[src/rtl/irq_ctl_pkg.sv]
package irq_ctl_pkg;
  localparam int REG_W    = 32;
  localparam int LANES    = REG_W / 8;
  localparam int NLEV     = 7;
  localparam int MEN_BIT  = 24;
  localparam int L7EN_BIT = 31;
  localparam int SW_LSB   = 25;
  localparam int SW_N     = 3;
  localparam int CMD_LANE = MEN_BIT / 8;

  typedef struct packed {
    logic            set_sw;
    logic            clr_all;
    logic            clr_l7;
    logic [SW_N-1:0] sw_bits;
  } wr_evt_t;

  // Byte-lane merge of a write into the old register value.
  function automatic logic [REG_W-1:0] merge_lanes(input logic [REG_W-1:0] old_v,
                                                   input logic [REG_W-1:0] new_v,
                                                   input logic [LANES-1:0] be);
    logic [REG_W-1:0] r;
    r = old_v;
    for (int k = 0; k < LANES; k++)
      if (be[k]) r[8*k +: 8] = new_v[8*k +: 8];
    return r;
  endfunction

  // Request actions carried by one write; only the command lane acts.
  function automatic wr_evt_t decode_write(input logic wr,
                                           input logic [LANES-1:0] be,
                                           input logic [REG_W-1:0] d);
    wr_evt_t e;
    logic hit;
    hit       = wr && be[CMD_LANE];
    e.set_sw  = hit && d[MEN_BIT];
    e.clr_all = hit && !d[MEN_BIT];
    e.clr_l7  = hit && (!d[MEN_BIT] || !d[L7EN_BIT]);
    e.sw_bits = e.set_sw ? d[SW_LSB +: SW_N] : '0;
    return e;
  endfunction
endpackage

[src/rtl/irq_tick_div.sv]
module irq_tick_div #(
  parameter int unsigned DIV = 200000
) (
  input  logic clk,
  input  logic rst_n,
  input  logic tick_in,
  output logic tick
);
  localparam int CNT_W = (DIV > 1) ? $clog2(DIV) : 1;

  generate
    if (DIV <= 1) begin : g_pass
      assign tick = tick_in;
    end else begin : g_div
      logic [CNT_W-1:0] cnt;
      logic             wrap;
      assign wrap = (cnt == CNT_W'(DIV - 1));
      always_ff @(posedge clk) begin
        if (!rst_n)       cnt <= '0;
        else if (tick_in) cnt <= wrap ? '0 : cnt + 1'b1;
      end
      assign tick = tick_in && wrap;
    end
  endgenerate
endmodule

[src/rtl/irq_ctl_reg.sv]
module irq_ctl_reg
  import irq_ctl_pkg::*;
(
  input  logic             clk,
  input  logic             rst_n,
  input  logic             wr_en,
  input  logic [LANES-1:0] wr_be,
  input  logic [REG_W-1:0] wr_data,
  output logic [REG_W-1:0] ctrl_q,
  output logic             gate,
  output wr_evt_t          evt
);
  always_ff @(posedge clk) begin
    if (!rst_n)     ctrl_q <= '0;
    else if (wr_en) ctrl_q <= merge_lanes(ctrl_q, wr_data, wr_be);
  end

  assign gate = ctrl_q[L7EN_BIT] && ctrl_q[MEN_BIT];
  assign evt  = decode_write(wr_en, wr_be, wr_data);
endmodule

[src/rtl/irq_req_lines.sv]
module irq_req_lines
  import irq_ctl_pkg::*;
(
  input  logic            clk,
  input  logic            rst_n,
  input  wr_evt_t         evt,
  input  logic            tick_fire,
  input  logic            ext_l7,
  output logic [NLEV-1:0] irq_lvl,
  output logic            arm_o,
  output logic            l7_o
);
  logic [SW_N-1:0] sw_q;
  logic            l7_q, arm_q;

  always_ff @(posedge clk) begin
    if (!rst_n) begin
      sw_q  <= '0;
      l7_q  <= 1'b0;
      arm_q <= 1'b0;
    end else begin
      sw_q <= evt.clr_all ? '0 : (sw_q | evt.sw_bits);
      if (evt.clr_l7) begin
        l7_q  <= 1'b0;
        arm_q <= 1'b0;
      end else if (tick_fire) begin
        l7_q  <= 1'b0;
        arm_q <= 1'b1;
      end else if (arm_q) begin
        l7_q  <= 1'b1;
        arm_q <= 1'b0;
      end
    end
  end

  generate
    for (genvar n = 0; n < NLEV; n++) begin : g_lvl
      if (n < SW_N) begin : g_sw
        assign irq_lvl[n] = sw_q[n];
      end else if (n == NLEV - 1) begin : g_top
        assign irq_lvl[n] = l7_q || ext_l7;
      end else begin : g_idle
        assign irq_lvl[n] = 1'b0;
      end
    end
  endgenerate

  assign arm_o = arm_q;
  assign l7_o  = l7_q;
endmodule

[src/rtl/irq_ctl_tick.sv]
module irq_ctl_tick
  import irq_ctl_pkg::*;
#(
  parameter int unsigned TICK_DIV = 200000
) (
  input  logic        clk,
  input  logic        rst_n,
  input  logic        wr_en,
  input  logic [3:0]  wr_be,
  input  logic [31:0] wr_data,
  output logic [31:0] rd_data,
  input  logic        tick_in,
  input  logic        ext_l7,
  output logic [6:0]  irq_lvl
);
  logic    tick, gate, tick_fire, arm, l7_int;
  wr_evt_t evt;

  irq_tick_div #(.DIV(TICK_DIV)) u_div (
    .clk(clk), .rst_n(rst_n), .tick_in(tick_in), .tick(tick)
  );

  irq_ctl_reg u_reg (
    .clk(clk), .rst_n(rst_n), .wr_en(wr_en), .wr_be(wr_be),
    .wr_data(wr_data), .ctrl_q(rd_data), .gate(gate), .evt(evt)
  );

  assign tick_fire = tick && gate;

  irq_req_lines u_lines (
    .clk(clk), .rst_n(rst_n), .evt(evt), .tick_fire(tick_fire),
    .ext_l7(ext_l7), .irq_lvl(irq_lvl), .arm_o(arm), .l7_o(l7_int)
  );
endmodule

[config.mk]
export PLATFORM = sky130hd
export DESIGN_NAME = irq_ctl_tick
export DESIGN_NICKNAME = d
export VERILOG_FILES = /design/src/rtl/irq_ctl_pkg.sv /design/src/rtl/irq_tick_div.sv /design/src/rtl/irq_ctl_reg.sv /design/src/rtl/irq_req_lines.sv /design/src/rtl/irq_ctl_tick.sv
export SDC_FILE = /design/constraint.sdc
export NUM_CORES = 1
export LEC_CHECK = 0
export ABC_AREA = 1
export BUFFER_PORTS_ARGS = -buffer_cell sky130_fd_sc_hd__buf_4
export CORE_MARGIN = 8
export CORE_UTILIZATION = 47
export CTS_BUF_LIST = sky130_fd_sc_hd__clkbuf_8
export CTS_CLUSTER_DIAMETER = 30
export DETAILED_ROUTE_END_ITERATION = 6
export PLACE_DENSITY_LB_ADDON = 0.15
export SLEW_MARGIN = 15
export SYNTH_ARGS = -nofsm -noshare
export SYNTH_HDL_FRONTEND = slang
export SYNTH_SLANG_ARGS = --single-unit
export TNS_END_PERCENT = 1
[constraint.sdc]
create_clock -name clk -period 1.2 [get_ports clk]
set_input_delay 0.12 -clock clk [delete_from_list [all_inputs] [get_ports clk]]
set_output_delay 0.12 -clock clk [all_outputs]
set_load 0.02 [all_outputs]
# After elaboration in Yosys (flattened, before gate mapping)
# Index checks and enable logic that the tools add are counted.
classes:
  addsub: 1
  n_mul: 0
  n_div: 0
  magnitude_cmp: 0
  n_eq_ne: 1
  shift: 0
  n_mux: 3
  n_bitwise: 2
  n_reduce_logical: 18
ops:
  columns: ["operator", "count"]
  rows:
  - ["adder 18 x 1 -> 18 bit (second input constant)", 1]
  - ["== test 18 bit (second input constant)", 1]
  - ["2-to-1 mux 18 bit", 1]
  - ["AND reduction 2 bit", 4]
  - ["logical AND 1 bit", 7]
  - ["OR reduction 2 bit", 2]
  - ["2-to-1 mux 3 bit", 1]
  - ["bitwise OR 3 bit", 1]
  - ["OR reduction 3 bit", 1]
  - ["zero test 1 bit", 2]
  - ["logical OR 1 bit", 2]
  - ["2-to-1 mux 1 bit", 1]
  - ["NOT 1 bit", 1]
word_totals:
  register_bits: 55
  latch_bits: 0
  mem_bits_rw: 0
  romBits: 0
  elab_cells: 33
  memories: 0

# Longest topological paths before layout
logic_depth:
  ltp_word: 4
  mapped_depth: 9
  depth_no_buf: 9

# By module
# A second synthesis with hierarchy kept.
hier_totals:
  cells_unflattened: 336
  hier_area_um2: 2467.4
by_module_without_submodules:
  columns: ["mod", "instances", "cells_each", "area_each_um2"]
  rows:
  - ["irq_ctl_reg", 1, 155, 1242.4]
  - ["irq_tick_div", 1, 154, 1027.2]
  - ["irq_req_lines", 1, 25, 190.2]
  - ["irq_ctl_tick", 1, 2, 7.5]

# Worst setup path before layout
# No wires, ideal clock.
synth_path:
  path_kind: "register to register"
  startpoint: "reg u_div.g_div.cnt[0]"
  endpoint: "reg u_div.g_div.cnt[10]"
  setup_ns: 0.117
  arrival_time_ns: 1.120
  t_required_ns: 1.083
  slack_ns: -0.037
  path_stages_with_launch: 7
  path_buffers: 0
  cell_sequence: "dfxtp_1 -> ha_1 -> nand3_2 -> nor3_4 -> nand3_2 -> nand2_2 -> nor2_1"
synth_via:
  elab_chain_cells: 2
  word_cells_on_any_way: 3
  classes_between: "add/sub: 1; eq/ne: 1; mux: 1"
synth_lines:
  columns: ["item", "line_no", "source"]
  rows:
  - ["start: declaration", "irq_tick_div.sv:15", "logic [CNT_W-1:0] cnt;"]
  - ["start signal: assignment", "irq_tick_div.sv:20", "else if (tick_in) cnt <= wrap ? '0 : cnt + 1'b1;"]
  - ["adder 18 x 1 -> 18 bit / == test 18 bit (equally long branches)", "irq_tick_div.sv:20, irq_tick_div.sv:17", null]
  - ["2-to-1 mux 18 bit (*)", "irq_tick_div.sv:20", null]
# Every way passes the cells marked *; elsewhere a longest branch is shown, timed or not.
# A chain may end at the register's enable or synchronous reset.

# Worst setup path in the final report
layout_path:
  startpoint: "reg u_div.g_div.cnt[1]"
  endpoint: "reg u_div.g_div.cnt[5]"
# The elaborated chain is that of the path after synthesis.

==> flow_metrics.tcl <==
set metrics [dict create \
    drc_errors 0 \
    fin_setup_tns_ns -0.272 \
    yosysUniqueCellTypes 28 \
    avgRoutedWirePerCell_um 12.6 \
    gp_congestion 0.775 \
    min-delay-start "wr_data[26]" \
    portBuffers 76 \
    wl_met1_um 2590 \
    cts_buffer_depth 2 \
    p_sw_frac 0.246 \
    endpoint_kind "register" \
    cap_viol_max_count 0 \
    fillCellCount 421 \
    htreeDepth 2 \
    die_h_um 86.6 \
    highest_layer "met4" \
    synthSimpleGateAreaFrac 0.339 \
    internal-power_mw 3.01 \
    status "complete, but fails checks" \
    reg2reg_depth 6 \
    synthesis.area_um2 2340 \
    power_density_nw_per_um2 1210 \
    finalHoldViolations 0 \
    syn_inst 324 \
    crit_path_max_fanout 8 \
    rows 25 \
    drt_iter0_drc 109 \
    postLayoutSetupSlackWorst_ns -0.0353 \
    detail-route-antenna-nets 0 \
    fmax_ghz 0.809 \
    die_area_um2 7500 \
    synth_top_family_by_area "simple AND/OR/NAND/NOR gates" \
    multi_input_area_um2 1190 \
    cts_tree "built" \
    muxShareOfSynthArea 0 \
    hold_class "input port to register" \
    hold_buffers 0 \
    grt_usage 0.163 \
    via_per_inst 4.75 \
    synth-compound-area-share 0.106 \
    ys_warn_count 0 \
    timing.rr.start "u_div.g_div.cnt[1]" \
    syn_avg_cell_area_um2 7.24 \
    rsz0062_at_grt "yes" \
    num-nets-final 459 \
    worstHoldEndpoint "u_lines.sw_q[1]" \
    yosysTopAreaCellShare 0.470 \
    grt_max_degree 29 \
    numCtsBuffers 5 \
    gr-total-overflow 0 \
    synth-edff-count 0 \
    cts-root-buf "clkbuf_8" \
    start_util 0.493 \
    power_frac_comb 0.139 \
    synthAdderAreaFrac 0.00534 \
    async_flop_share 0 \
    failed_checks "setup timing" \
    synth_xor_area_frac 0.0187 \
    grt_pass1_vias 2256 \
    critPathArrivalTime_ns 1.44 \
    crit_type "register to register" \
    cts.sinks 55 \
    antenna_found_initial 0 \
    p_leak_nw 1.52 \
    r2r-end "u_div.g_div.cnt[5]" \
    clkSlewWorstSetupHoldPaths_ns 0.10 \
    yosys_register_bits 55 \
    synth_ff_type "dfxtp_1" \
    setup_violations 12 \
    reg2reg_slack_ns -0.04 \
    area_delta_synth_final_pct 41.0 \
    yosysTopAreaCell "dfxtp_1" \
    synth_commonest_cells "nor2_1, dfxtp_1, nand2_1, o21ai_0, inv_1" \
    crit_required_ns 1.41 \
    dp_hpwl_um 4700 \
    pwr-share-clk 0.372 \
    wl_met2_um 2880 \
    diodes 0 \
    layout_min_cycle_time_ns 1.24 \
    hold_depth 3 \
    io-pin-count 80 \
    period_share 1.03 \
    yosysSeqAreaShare 0.470 \
    seq_area_um2 1110 \
    dieWidth_um 86.6 \
    wl_met3_um 596 \
    fin_skew_ns 0.00771 \
    maxSlewViolCount 0 \
    power.switching_uw 983 \
    finalPower_mw 3.99 \
    coreArea_um2 4750 \
    synth_most_common_cell "nor2_1" \
    synthTopCellsByArea "dfxtp_1, nor2_1, nand2_1" \
    clock_latency_ns 0.31 \
    drtPass1Iterations 4 \
    num_vias 2303 \
    ir_drop_v 0.000815 \
    seqPwrFrac 0.489 \
    drive_gt1_frac 0.340 \
    crit_path_start_kind "register" \
    grt_pass1_wl_um 9890 \
    finalWirelength_um 6120 \
]
per-stage QoR:
step	utilization	cell area (um2)	worst slack (ns)	hold WS [ns]	instances
6_report	0.696	3310	-0.0353	0.0441	485
5_1_grt	0.696	3310	-0.120	0.0455	485
4_1_cts	0.687	3270	-0.0206	0.0342	485
3_5_place_dp	0.652	3100	-0.0734	0.369	476
3_3_place_gp	0.652	3100	-0.0248	0.362	476
2_1_floorplan	-	2380	0.00538	0.206	326
layout by cell type (no fill, tap or decap), drive strengths merged:
| cell type | netlist | routed |
|---|---|---|
| inv | 27 | 28 |
| nand4 | 2 | 2 |
| bufinv | 0 | 2 |
| dfxtp | 55 | 55 |
| clkbuf | 3 | 5 |
| buf | 4 | 91 |
| o21bai | 3 | 3 |
| a21oi | 9 | 9 |
| xnor2 | 1 | 1 |
| nand3 | 13 | 13 |
| nand2 | 56 | 56 |
| o22ai | 1 | 1 |
| o21ai | 34 | 34 |
| ha | 1 | 1 |
| xor2 | 4 | 4 |
| conb | 1 | 3 |
| nor3 | 6 | 6 |
| nor2 | 103 | 103 |
| or2 | 1 | 1 |
power groups by stage:
stage                     Sequential (mW)  Clock (mW)  Combinational (mW)
after floorplan                      2.08           0               0.189
after global placement               1.99           0               0.547
after detailed placement             1.99           0               0.556
after CTS                            1.95        1.52               0.559
after global routing                 1.96        1.58               0.612
final                                1.95        1.48               0.554
what timing repair did:
| action | in CTS | in global routing |
|---|---|---|
| buffers inserted | 1 | 0 |
| pin swaps | 10 | 8 |
| setup endpoints to repair | 18 | 19 |
| resized for setup | 9 | 13 |
flip-flops by register name, indices dropped and copies added (netlist names):
signal	count
u_reg.ctrl_q	32
u_div.g_div.cnt	18
u_lines.sw_q	3
u_lines.arm_o	1
u_lines.l7_o	1
per-layer routing:
| layer | up-vias | GRT usage |
|---|---|---|
| met5 | - | 0 |
| li1 | 1206 | - |
| met1 | 1020 | 0.179 |
| met2 | 71 | 0.270 |
| met3 | 6 | 0.0832 |
| met4 | 0 | 0.0454 |
worst max-delay path by stage:
stage / from / slack (ns) / to / cells after the start
2_1_floorplan: u_div.g_div.cnt[0] / 0.005 / u_div.g_div.cnt[6] / 6
3_3_place_gp: u_div.g_div.cnt[1] / -0.02 / u_div.g_div.cnt[16] / 6
3_5_place_dp: u_div.g_div.cnt[1] / -0.07 / u_div.g_div.cnt[5] / 6
4_1_cts: u_div.g_div.cnt[1] / -0.02 / u_div.g_div.cnt[5] / 9
5_1_grt: u_div.g_div.cnt[1] / -0.12 / u_div.g_div.cnt[12] / 8
6_report: u_div.g_div.cnt[1] / -0.04 / u_div.g_div.cnt[5] / 6
cells by family (layout without fill, tap and decap cells):
group,Yosys count,after routing
simple gates,181,181
flops,55,55
compound gates,47,47
buf+inv,34,126
xor+xnor,5,5
fa+ha+maj,1,1
other cells,1,3
worst max-delay path, stage by stage (launching register included):
cell and delay (ns):
dfxtp_2 0.37, ha_4 0.16, nand3_4 0.10, nor3_4 0.18, nand3_2 0.13, nand2_4 0.13, nor2_1 0.06
final cells by class:
| cell class | count | area share |
|---|---|---|
| Multi-Input combinational cell | 237 | 0.359 |
| Clock inverter | 3 | 0.0216 |
| Inverter | 27 | 0.0306 |
| Tap cell | 67 | 0.0253 |
| Timing Repair Buffer | 91 | 0.207 |
| Clock buffer | 5 | 0.0208 |
| Sequential cell | 55 | 0.336 |
Power figures use the tool's default switching activity.
